--- src/rtl/i2cs_pkg.sv ---
package i2cs_pkg;

  typedef enum logic [2:0] {
    ST_IDLE, ST_ADDR, ST_AACK, ST_WDATA, ST_WACK, ST_LOAD, ST_RDATA, ST_RACK
  } phase_t;

  localparam logic [7:0] REG_CNT_HI = 8'hFD;
  localparam logic [7:0] REG_CNT_LO = 8'hFE;
  localparam logic [7:0] REG_STREAM = 8'hFF;

  // pointer step that saturates on the stream register
  function automatic logic [7:0] next_ptr(input logic [7:0] p);
    return (p == REG_STREAM) ? REG_STREAM : p + 8'd1;
  endfunction

  function automatic logic addr_hit(input logic [7:0] cfg, input logic [7:0] rx);
    return cfg[7:1] == rx[7:1];
  endfunction

  // byte presented for a read of register p
  function automatic logic [7:0] reg_value(input logic [7:0] p, input logic [15:0] fill,
                                           input logic [15:0] snap, input logic empty,
                                           input logic [7:0] head);
    case (p)
      REG_CNT_HI: return fill[15:8];
      REG_CNT_LO: return snap[7:0];
      REG_STREAM: return empty ? 8'hFF : head;
      default:    return 8'h00;
    endcase
  endfunction

endpackage

--- src/rtl/i2cs_line_sync.sv ---
module i2cs_line_sync #(
  parameter int STAGES = 2
) (
  input  logic clk,
  input  logic rst_n,
  input  logic scl_i,
  input  logic sda_i,
  output logic sda_s,
  output logic scl_rise,
  output logic scl_fall,
  output logic start_evt,
  output logic stop_evt
);
  logic [STAGES-1:0] scl_pipe, sda_pipe;
  logic scl_s, scl_d, sda_d;

  always_ff @(posedge clk or negedge rst_n) begin
    if (!rst_n) begin
      scl_pipe <= '1;
      sda_pipe <= '1;
      scl_d    <= 1'b1;
      sda_d    <= 1'b1;
    end else begin
      scl_pipe <= {scl_pipe[STAGES-2:0], scl_i};
      sda_pipe <= {sda_pipe[STAGES-2:0], sda_i};
      scl_d    <= scl_s;
      sda_d    <= sda_s;
    end
  end

  assign scl_s     = scl_pipe[STAGES-1];
  assign sda_s     = sda_pipe[STAGES-1];
  assign scl_rise  = scl_s & ~scl_d;
  assign scl_fall  = ~scl_s & scl_d;
  assign start_evt = scl_s & scl_d & sda_d & ~sda_s;
  assign stop_evt  = scl_s & scl_d & ~sda_d & sda_s;

endmodule

--- src/rtl/i2cs_byte_fifo.sv ---
module i2cs_byte_fifo #(
  parameter int DEPTH = 32,
  localparam int AW = (DEPTH > 1) ? $clog2(DEPTH) : 1,
  localparam int CW = $clog2(DEPTH + 1)
) (
  input  logic          clk,
  input  logic          rst_n,
  input  logic          push,
  input  logic [7:0]    din,
  input  logic          pop,
  output logic [7:0]    dout,
  output logic          full,
  output logic          empty,
  output logic [CW-1:0] count
);
  logic [7:0]    mem [DEPTH];
  logic [AW-1:0] wr_ptr, rd_ptr;
  logic          push_ok, pop_ok;

  function automatic logic [AW-1:0] wrap_inc(input logic [AW-1:0] p);
    return (p == AW'(DEPTH - 1)) ? '0 : p + 1'b1;
  endfunction

  assign full    = (count == CW'(DEPTH));
  assign empty   = (count == '0);
  assign push_ok = push & ~full;
  assign pop_ok  = pop & ~empty;
  assign dout    = mem[rd_ptr];

  always_ff @(posedge clk) begin
    if (push_ok) mem[wr_ptr] <= din;
  end

  always_ff @(posedge clk or negedge rst_n) begin
    if (!rst_n) begin
      wr_ptr <= '0;
      rd_ptr <= '0;
      count  <= '0;
    end else begin
      if (push_ok) wr_ptr <= wrap_inc(wr_ptr);
      if (pop_ok)  rd_ptr <= wrap_inc(rd_ptr);
      count <= count + CW'(push_ok) - CW'(pop_ok);
    end
  end

  AST_NO_OVERFLOW: assert property (@(posedge clk) disable iff (!rst_n)
    count <= CW'(DEPTH));
  AST_DROP_WHEN_FULL: assert property (@(posedge clk) disable iff (!rst_n)
    (full && push && !pop) |=> count == $past(count));
  AST_POP_NONEMPTY: assert property (@(posedge clk) disable iff (!rst_n)
    pop |-> !empty);

endmodule

--- src/rtl/i2cs_engine.sv ---
module i2cs_engine
  import i2cs_pkg::*;
(
  input  logic        clk,
  input  logic        rst_n,
  input  logic        sda_s,
  input  logic        scl_rise,
  input  logic        scl_fall,
  input  logic        start_evt,
  input  logic        stop_evt,
  input  logic [7:0]  cfg_addr,
  input  logic [15:0] fill,
  input  logic        fifo_empty,
  input  logic [7:0]  fifo_head,
  output logic        pop_evt,
  output logic        sda_oe,
  output logic        scl_oe
);
  phase_t      state;
  logic [3:0]  bitcnt;
  logic [7:0]  shreg, ptr, load_byte;
  logic [15:0] snap;
  logic        rw, first_wr, from_stream, nack;

  assign load_byte = reg_value(ptr, fill, snap, fifo_empty, fifo_head);
  assign pop_evt   = (state == ST_RDATA) && scl_fall && (bitcnt == 4'd7) && from_stream;
  assign scl_oe    = (state == ST_LOAD);

  always_ff @(posedge clk or negedge rst_n) begin
    if (!rst_n) begin
      state       <= ST_IDLE;
      bitcnt      <= '0;
      shreg       <= '0;
      ptr         <= REG_STREAM;
      snap        <= '0;
      rw          <= 1'b0;
      first_wr    <= 1'b0;
      from_stream <= 1'b0;
      nack        <= 1'b0;
      sda_oe      <= 1'b0;
    end else if (start_evt) begin
      state  <= ST_ADDR;
      bitcnt <= '0;
      sda_oe <= 1'b0;
    end else if (stop_evt) begin
      state  <= ST_IDLE;
      ptr    <= REG_STREAM;
      sda_oe <= 1'b0;
    end else begin
      case (state)
        ST_ADDR, ST_WDATA: begin
          if (scl_rise) begin
            shreg  <= {shreg[6:0], sda_s};
            bitcnt <= bitcnt + 4'd1;
          end else if (scl_fall && bitcnt == 4'd8) begin
            if (state == ST_ADDR) begin
              if (addr_hit(cfg_addr, shreg)) begin
                sda_oe <= 1'b1;
                rw     <= shreg[0];
                state  <= ST_AACK;
              end else begin
                state <= ST_IDLE;
              end
            end else begin
              sda_oe <= 1'b1;
              state  <= ST_WACK;
              if (first_wr) begin
                ptr      <= shreg;
                first_wr <= 1'b0;
              end
            end
          end
        end
        ST_AACK: if (scl_fall) begin
          sda_oe   <= 1'b0;
          bitcnt   <= '0;
          first_wr <= 1'b1;
          state    <= rw ? ST_LOAD : ST_WDATA;
        end
        ST_WACK: if (scl_fall) begin
          sda_oe <= 1'b0;
          bitcnt <= '0;
          state  <= ST_WDATA;
        end
        ST_LOAD: begin
          shreg       <= load_byte;
          sda_oe      <= ~load_byte[7];
          from_stream <= (ptr == REG_STREAM) && !fifo_empty;
          if (ptr == REG_CNT_HI) snap <= fill;
          bitcnt      <= '0;
          state       <= ST_RDATA;
        end
        ST_RDATA: if (scl_fall) begin
          bitcnt <= bitcnt + 4'd1;
          if (bitcnt == 4'd7) begin
            sda_oe <= 1'b0;
            ptr    <= next_ptr(ptr);
            state  <= ST_RACK;
          end else begin
            shreg  <= {shreg[6:0], 1'b0};
            sda_oe <= ~shreg[6];
          end
        end
        ST_RACK: begin
          if (scl_rise) nack <= sda_s;
          else if (scl_fall) state <= nack ? ST_IDLE : ST_LOAD;
        end
        default: state <= ST_IDLE;
      endcase
    end
  end

  AST_IDLE_RELEASED: assert property (@(posedge clk) disable iff (!rst_n)
    (state == ST_IDLE) |-> !sda_oe);
  AST_STOP_PTR: assert property (@(posedge clk) disable iff (!rst_n)
    stop_evt |=> ptr == REG_STREAM);
  AST_POP_AFTER_BYTE: assert property (@(posedge clk) disable iff (!rst_n)
    pop_evt |=> state == ST_RACK);
  AST_STRETCH_SHORT: assert property (@(posedge clk) disable iff (!rst_n)
    scl_oe |=> !scl_oe);

endmodule

--- src/rtl/i2c_stream_target.sv ---
module i2c_stream_target #(
  parameter int FIFO_DEPTH  = 32,
  parameter int SYNC_STAGES = 2
) (
  input  logic       clk,
  input  logic       rst_n,
  input  logic       scl_i,
  input  logic       sda_i,
  output logic       scl_oe,
  output logic       sda_oe,
  input  logic [7:0] cfg_addr,
  input  logic       wr_valid,
  input  logic [7:0] wr_data,
  output logic       wr_full
);
  localparam int CW = $clog2(FIFO_DEPTH + 1);

  logic          sda_s, scl_rise, scl_fall, start_evt, stop_evt;
  logic          pop_evt, fifo_empty;
  logic [7:0]    fifo_head;
  logic [CW-1:0] fifo_count;
  logic [15:0]   fill;

  assign fill = 16'(fifo_count);

  i2cs_line_sync #(.STAGES(SYNC_STAGES)) u_sync (
    .clk(clk), .rst_n(rst_n), .scl_i(scl_i), .sda_i(sda_i),
    .sda_s(sda_s), .scl_rise(scl_rise), .scl_fall(scl_fall),
    .start_evt(start_evt), .stop_evt(stop_evt)
  );

  i2cs_byte_fifo #(.DEPTH(FIFO_DEPTH)) u_fifo (
    .clk(clk), .rst_n(rst_n), .push(wr_valid), .din(wr_data),
    .pop(pop_evt), .dout(fifo_head), .full(wr_full),
    .empty(fifo_empty), .count(fifo_count)
  );

  i2cs_engine u_engine (
    .clk(clk), .rst_n(rst_n), .sda_s(sda_s), .scl_rise(scl_rise),
    .scl_fall(scl_fall), .start_evt(start_evt), .stop_evt(stop_evt),
    .cfg_addr(cfg_addr), .fill(fill), .fifo_empty(fifo_empty),
    .fifo_head(fifo_head), .pop_evt(pop_evt), .sda_oe(sda_oe), .scl_oe(scl_oe)
  );

endmodule

--- config.mk ---
export PLATFORM = sky130hd
export DESIGN_NAME = i2c_stream_target
export DESIGN_NICKNAME = d
export VERILOG_FILES = /design/src/rtl/i2cs_pkg.sv /design/src/rtl/i2cs_line_sync.sv /design/src/rtl/i2cs_byte_fifo.sv /design/src/rtl/i2cs_engine.sv /design/src/rtl/i2c_stream_target.sv
export SDC_FILE = /design/constraint.sdc
export NUM_CORES = 1
export LEC_CHECK = 0
export BUFFER_PORTS_ARGS = -buffer_cell sky130_fd_sc_hd__buf_2
export CAP_MARGIN = 5
export CORE_MARGIN = 4
export CORE_UTILIZATION = 30
export CTS_CLUSTER_SIZE = 10
export DETAILED_ROUTE_END_ITERATION = 8
export HOLD_SLACK_MARGIN = 0.1
export SYNTH_ARGS = -nofsm -noshare
export SYNTH_HDL_FRONTEND = slang
export SYNTH_SLANG_ARGS = --single-unit
--- constraint.sdc ---
create_clock -name clk -period 7.21 [get_ports clk]
set_input_delay 1.442 -clock clk [delete_from_list [all_inputs] [get_ports clk]]
set_output_delay 1.442 -clock clk [all_outputs]
set_load 0.03 [all_outputs]
=== Word level (Yosys, flattened, before mapping) ===
Memory sizes are Yosys's and may differ from the RTL's.
Index checks and enable logic that the tools add are counted.

* Bitwise operators: 20
* Reduce and logical (&&, ||, !) cells: 24
* Muxes and demuxes: 55
* Add/sub/neg operators: 6
* Eq/ne operators: 43

{| class="wikitable"
|+ Operators with widths
! cell !! count
|-
| $mux W8 || 12
|-
| $mux W3 || 13
|-
| $pmux W8 S2 || 2
|-
| $eq A8 B8 Y1 const B || 3
|-
| $pmux W8 S3 || 1
|-
| $mux W4 || 5
|-
| $ne A4 B3 Y1 const B || 5
|-
| $pmux W3 S6 || 1
|-
| $pmux W4 S4 || 1
|-
| $reduce_and A8 Y1 || 2
|-
| $mux W1 || 15
|-
| $reduce_and A7 Y1 || 2
|-
| $eq A3 B3 Y1 const B || 4
|-
| $ne A3 B2 Y1 const B || 4
|-
| $ne A3 B3 Y1 const B || 4
|-
| $ne A4 B4 Y1 const B || 3
|-
| $reduce_and A6 Y1 || 2
|-
| $not A1 Y1 || 11
|-
| $add A5 B1 Y5 const B || 2
|-
| $eq A5 B5 Y1 const B || 2
|-
| $mux W5 || 2
|-
| $ne A2 B2 Y1 const B || 5
|-
| $and A1 B1 Y1 || 9
|-
| $add A8 B1 Y8 const B || 1
|-
| 27 further kinds || 37
|}

* Input port bits: 21
* Register bits: 56
* Memories kept: 1
* Output and inout port bits: 3
* Word-level logic and storage cells: 166
* RAM bits: 256

{| class="wikitable"
|+ Memories
! name !! depth !! bits a word !! read ports !! clocked after Yosys merged registers in !! wr ports !! RTL line !! text
|-
| u_fifo.mem || 32 || 8 || 1 || 0 || 1 || i2cs_byte_fifo.sv:16 || <nowiki>logic [7:0] mem [DEPTH];</nowiki>
|}

=== Logic depth before layout (Yosys ltp) ===
* Depth after elaboration: 8
* Gate-level depth with buffers: 16
* Depth with buffers taken out: 16

=== Cells and area by module ===
Synthesis repeated with hierarchy kept, for this count alone.

* Cell total of the unflattened synthesis: 849
* Area, all modules: 13,579.3 um2

{| class="wikitable"
|+ By module, submodules not included
! module !! cells each !! area each (um2) !! times used
|-
| i2cs_byte_fifo || 571 || 10,925.5 || 1
|-
| i2cs_engine || 267 || 2,459.9 || 1
|-
| i2cs_line_sync || 10 || 190.2 || 1
|-
| i2c_stream_target || 1 || 3.8 || 1
|}

=== Worst setup path before layout ===
OpenSTA, ideal clock, no wires.

* Path type: input -> register
* From: input port wr_valid
* To: register u_fifo.count[5]
* Cell stages on the path: 8
* Setup time: 0.079 ns
* Slack: 4.425 ns
* Required time: 7.131 ns
* Arrival time: 2.706 ns
* Cell sequence: nand2b_1 clkinv_1 ha_1 a21o_1 a21oi_1 o21bai_1 a21oi_1 xor2_1

* Word-level cells in the longest chain between the ends: 3

{| class="wikitable"
|+ RTL lines
! item !! RTL line !! text
|-
| start: declaration || i2c_stream_target.sv:12 || <nowiki>input logic wr_valid,</nowiki>
|-
| $and A1 B1 Y1 || i2cs_byte_fifo.sv:26 || <nowiki>assign push_ok = push & ~full;</nowiki>
|-
| via u_fifo.push_ok || i2cs_byte_fifo.sv:18 || <nowiki>logic push_ok, pop_ok;</nowiki>
|-
| $add A6 B1 Y6 || i2cs_byte_fifo.sv:42 || <nowiki>count <= count + CW'(push_ok) - CW'(pop_ok);</nowiki>
|-
| $sub A6 B1 Y6 || i2cs_byte_fifo.sv:42 ||
|-
| end signal: assignment || i2cs_byte_fifo.sv:42 ||
|-
| end: declaration || i2cs_byte_fifo.sv:14 || <nowiki>output logic [CW-1:0] count</nowiki>
|}

The timed path passes the listed nets, and every way through them passes these cells.
A chain may end at the register's enable or synchronous reset.

=== Worst setup path after layout ===
* From: register u_engine.state[2]
* To: output port scl_oe

* Word-level cells in the longest chain between the ends: 1

{| class="wikitable"
|+ RTL lines
! item !! RTL line !! text
|-
| start: declaration || i2cs_engine.sv:19 || <nowiki>phase_t state;</nowiki>
|-
| start signal: assignment || i2cs_engine.sv:78 || <nowiki>state <= rw ? ST_LOAD : ST_WDATA;</nowiki>
|-
| start signal: assignment || i2cs_engine.sv:106 || <nowiki>else if (scl_fall) state <= nack ? ST_IDLE : ST_LOAD;</nowiki>
|-
| $eq A3 B3 Y1 || i2cs_engine.sv:27 || <nowiki>assign scl_oe = (state == ST_LOAD);</nowiki>
|-
| end: declaration || i2c_stream_target.sv:9 || <nowiki>output logic scl_oe,</nowiki>
|}

No other way between the ends.

==> key figures <==
Layout
  • Most common cell after layout, fill and taps aside: edfxtp_1
  • P&R area growth vs syn: 12.9%
  • Post-Layout Cell Count: 1487
  • Design area: 15200 um^2
  • Diodes inserted: 0
  • Final net count: 925
  • Most frequent cells in the layout: edfxtp_1, nor2_1, nand2_1
  • Layout cells sized above 1: 19.0%
  • Fill count: 4236
  • Final core utilization: 34.4%

Setup path
  • R2R Path Start: u_fifo.rd_ptr[0]$_DFFE_PN0P_
  • Depth of the most critical reg-to-reg path: 6
  • Worst path buffer plus inverter count: 2
  • Slowest stage cell, crit path: dfrtp_1
  • Worst R2R End: u_engine.shreg[6]$_DFFE_PN0P_
  • WS Path Type: reg2out
  • CP startpoint kind: flip-flop
  • Crit path cell chain: nor2b_1 -> nand2_1 -> inv_2 -> buf_2
  • Crit path max fanout: 20
  • Delay of the slowest critical-path stage: 760 ps
  • WP data required: 5770 ps
  • End of the critical path: scl_oe
  • Worst EP arrival: 2390 ps
  • Internal reg-to-reg setup slack: 3870 ps
  • Largest delay contributor family on the critical path: flip-flops
  • Crit. End Element: primary output
  • CP Depth: 4
  • Critical path startpoint: u_engine.state[2]$_DFFE_PN0P_

Floorplan
  • Die W: 220 um
  • Ports: 24
  • Chip height: 220 um
  • Row count: 77
  • Initial core utilization: 30.4%
  • Die ar.: 48400 um^2
  • Core Region: 44300 um^2

CTS
  • Clock Latency Late Sink: 540 ps
  • CTS Sinks: 312
  • CTS tree: yes
  • Clk buf depth: 3
  • Hold-fix buffers, CTS: 0
  • Post-CTS Setup Inserts: 0
  • Root buf cell: clkbuf_16
  • Post-CTS sizing: 0
  • Clock slew at reported path FFs: 60 ps
  • CTS H-tree lvls: 2
  • CTS Buf Count: 37

Pwr
  • Pwr Density: 307 nW/um^2
  • Switching part of the total power: 27.3%
  • Leakage: 4.98 nW
  • Clock share of power: 35.9%
  • Peak supply drop: 0.139 mV
  • Internal power: 3.40 mW
  • Sw power: 1.27 mW
  • PnR Total Power: 4.67 mW
  • Sequential Power Share: 49.6%
  • Gate power share: 14.5%

Detailed routing
  • DR DRC count: 0
  • DR vias: 7381
  • Post-Route WL: 29.0 mm
  • Antenna-violating nets left: 0
  • First-pass DRT Iterations: 5
  • DR WL/cell: 19.5 um
  • Detailed Route Iter0 Violations: 688
  • Via-per-instance ratio: 4.96

Logic synthesis
  • Most used DFF post-synth: edfxtp_1
  • Register bit total from synthesis: 312
  • Async SR Flop Fraction: 17.9%
  • Sequential fraction of the synthesis area: 67.5%
  • Synth cell types: 66
  • Syn nets: 899
  • Synth warn: 0
  • Synthesized cell area: 13500 um^2
  • Cell count after synthesis: 856
  • Post-synth EDFFs: 256
  • Syn_area_per_cell: 15.8 um^2

Global route
  • Overflow after GRT: 0
  • Initial antenna violation count: 0
  • Largest net degree at the start of global routing: 59
  • First-pass GRT wire length: 45.0 mm
  • Vias in the first global route: 7465
  • Gr usage total: 12.1%

Placed design
  • Pre-CTS worst setup slack: 3530 ps
  • DP Area: 14200 um^2
  • Dpl cells: 1435
  • Routability Congestion: 0.794
  • DP HPWL: 17.7 mm
  • Port bufs: 22

Timing
  • Final Hold Vio Count: 0
  • RSZ-0062 raised after global routing: no
  • Minimum clock period: 3840 ps
  • Layout Skew: 15.4 ps
  • Max Slew Vio Count: 0
  • Fin crit share: 53.2%
  • PnR worst setup slack: 3370 ps
  • Worst-margin pin slew: 1160 ps
  • Setup Viol. Count Final: 0
  • Hold WS: 355 ps
  • Worst rel slew slack: 22.5%
  • FMAX: 261 MHz
  • Total negative slack: 0 ps

Hold path
  • Min-delay src: u_sync.sda_pipe[0]$_DFF_PN1_
  • Hold WC Path Type: reg2reg

Run
  • Max cap viols: 0

Run status
  • Status: completed
[worst reg2reg max path, delay by kind of cell (launching register included)]
kind	cells	cell delay [ps]
compound gates	2	210
buf+inv	1	600
flops	1	910
mux	2	810
simple gates	1	660
[layout make-up]
type / instances / area (um^2) / share of cell area [%]
flip-flops and latches: 312 / 9110 / 59.8
multi-input cells: 480 / 4080 / 26.8
clock buffers: 47 / 963 / 6.33
well taps: 592 / 741 / 4.86
repair buffers: 27 / 148 / 0.969
clock inverters: 5 / 100 / 0.657
inverters: 24 / 90.1 / 0.592
[registers in the layout (all words and copies together), names as in the netlist]
name / flops
u_engine.first_wr: 1
u_engine.from_stream: 1
u_fifo.wr_ptr: 5
u_fifo.rd_ptr: 5
u_fifo.mem: 256
u_engine.shreg: 8
u_engine.nack: 1
u_engine.rw: 1
u_engine.ptr: 8
u_engine.snap: 6
u_engine.bitcnt: 4
u_fifo.count: 6
u_sync.sda_d: 1
u_sync.scl_pipe: 2
u_engine.state: 3
u_sync.sda_pipe: 2
u_engine.sda_oe: 1
u_sync.scl_d: 1
[how the worst min path moves through the flow]
stage	to	slack, ps	cells after the start
2_1_floorplan	u_sync.scl_pipe[1]$_DFF_PN1_	350	0
3_3_place_gp	u_sync.sda_pipe[1]$_DFF_PN1_	350	0
3_5_place_dp	u_sync.sda_pipe[1]$_DFF_PN1_	350	0
4_1_cts	u_sync.sda_pipe[1]$_DFF_PN1_	360	0
5_1_grt	u_sync.sda_pipe[1]$_DFF_PN1_	360	0
6_report	u_sync.sda_pipe[1]$_DFF_PN1_	360	0
[kinds of logic after synthesis]
logic type	share of synthesized area, %
flops	67.5
simple gates	8.12
compound gates	5.99
mux	13.1
buf+inv	2.26
fa+ha+maj	2.10
xor+xnor	0.909
[cell usage after synthesis, types with 13 or more instances]
cell type    n  area share [%]
edfxtp_1   256              57
dfstp_2     14             2.7
mux2i_1     37             2.7
o21ai_0     25            0.93
mux4_2      56             9.4
nand2_1     58             1.6
nor2_1      66             1.8
ha_1        21             1.9
inv_1       22            0.61
nand3_1     18            0.67
nor2b_1     13            0.60
dfrtp_1     42             7.8
a21oi_1     31             1.2
clkbuf_1    13            0.36
[power by group through the flow]
stage | Combinational, mW | Clock (mW) | Sequential, mW
2_1_floorplan | 0.559 | 0 | 2.26
3_3_place_gp | 0.659 | 0 | 2.35
5_1_grt | 0.767 | 1.81 | 2.34
4_1_cts | 0.679 | 1.72 | 2.32
6_report | 0.676 | 1.68 | 2.32
3_5_place_dp | 0.676 | 0 | 2.35
[per-layer routing]
metal,global-route usage [%],part of all wire [%],vias up
met5,0,0,-
met4,3.29,1.7,0
met3,2.61,5.4,36
met2,18.5,46,174
met1,17.6,47,3805
li1,-,-,3366
No activity file was read; power rests on OpenSTA's default activity.
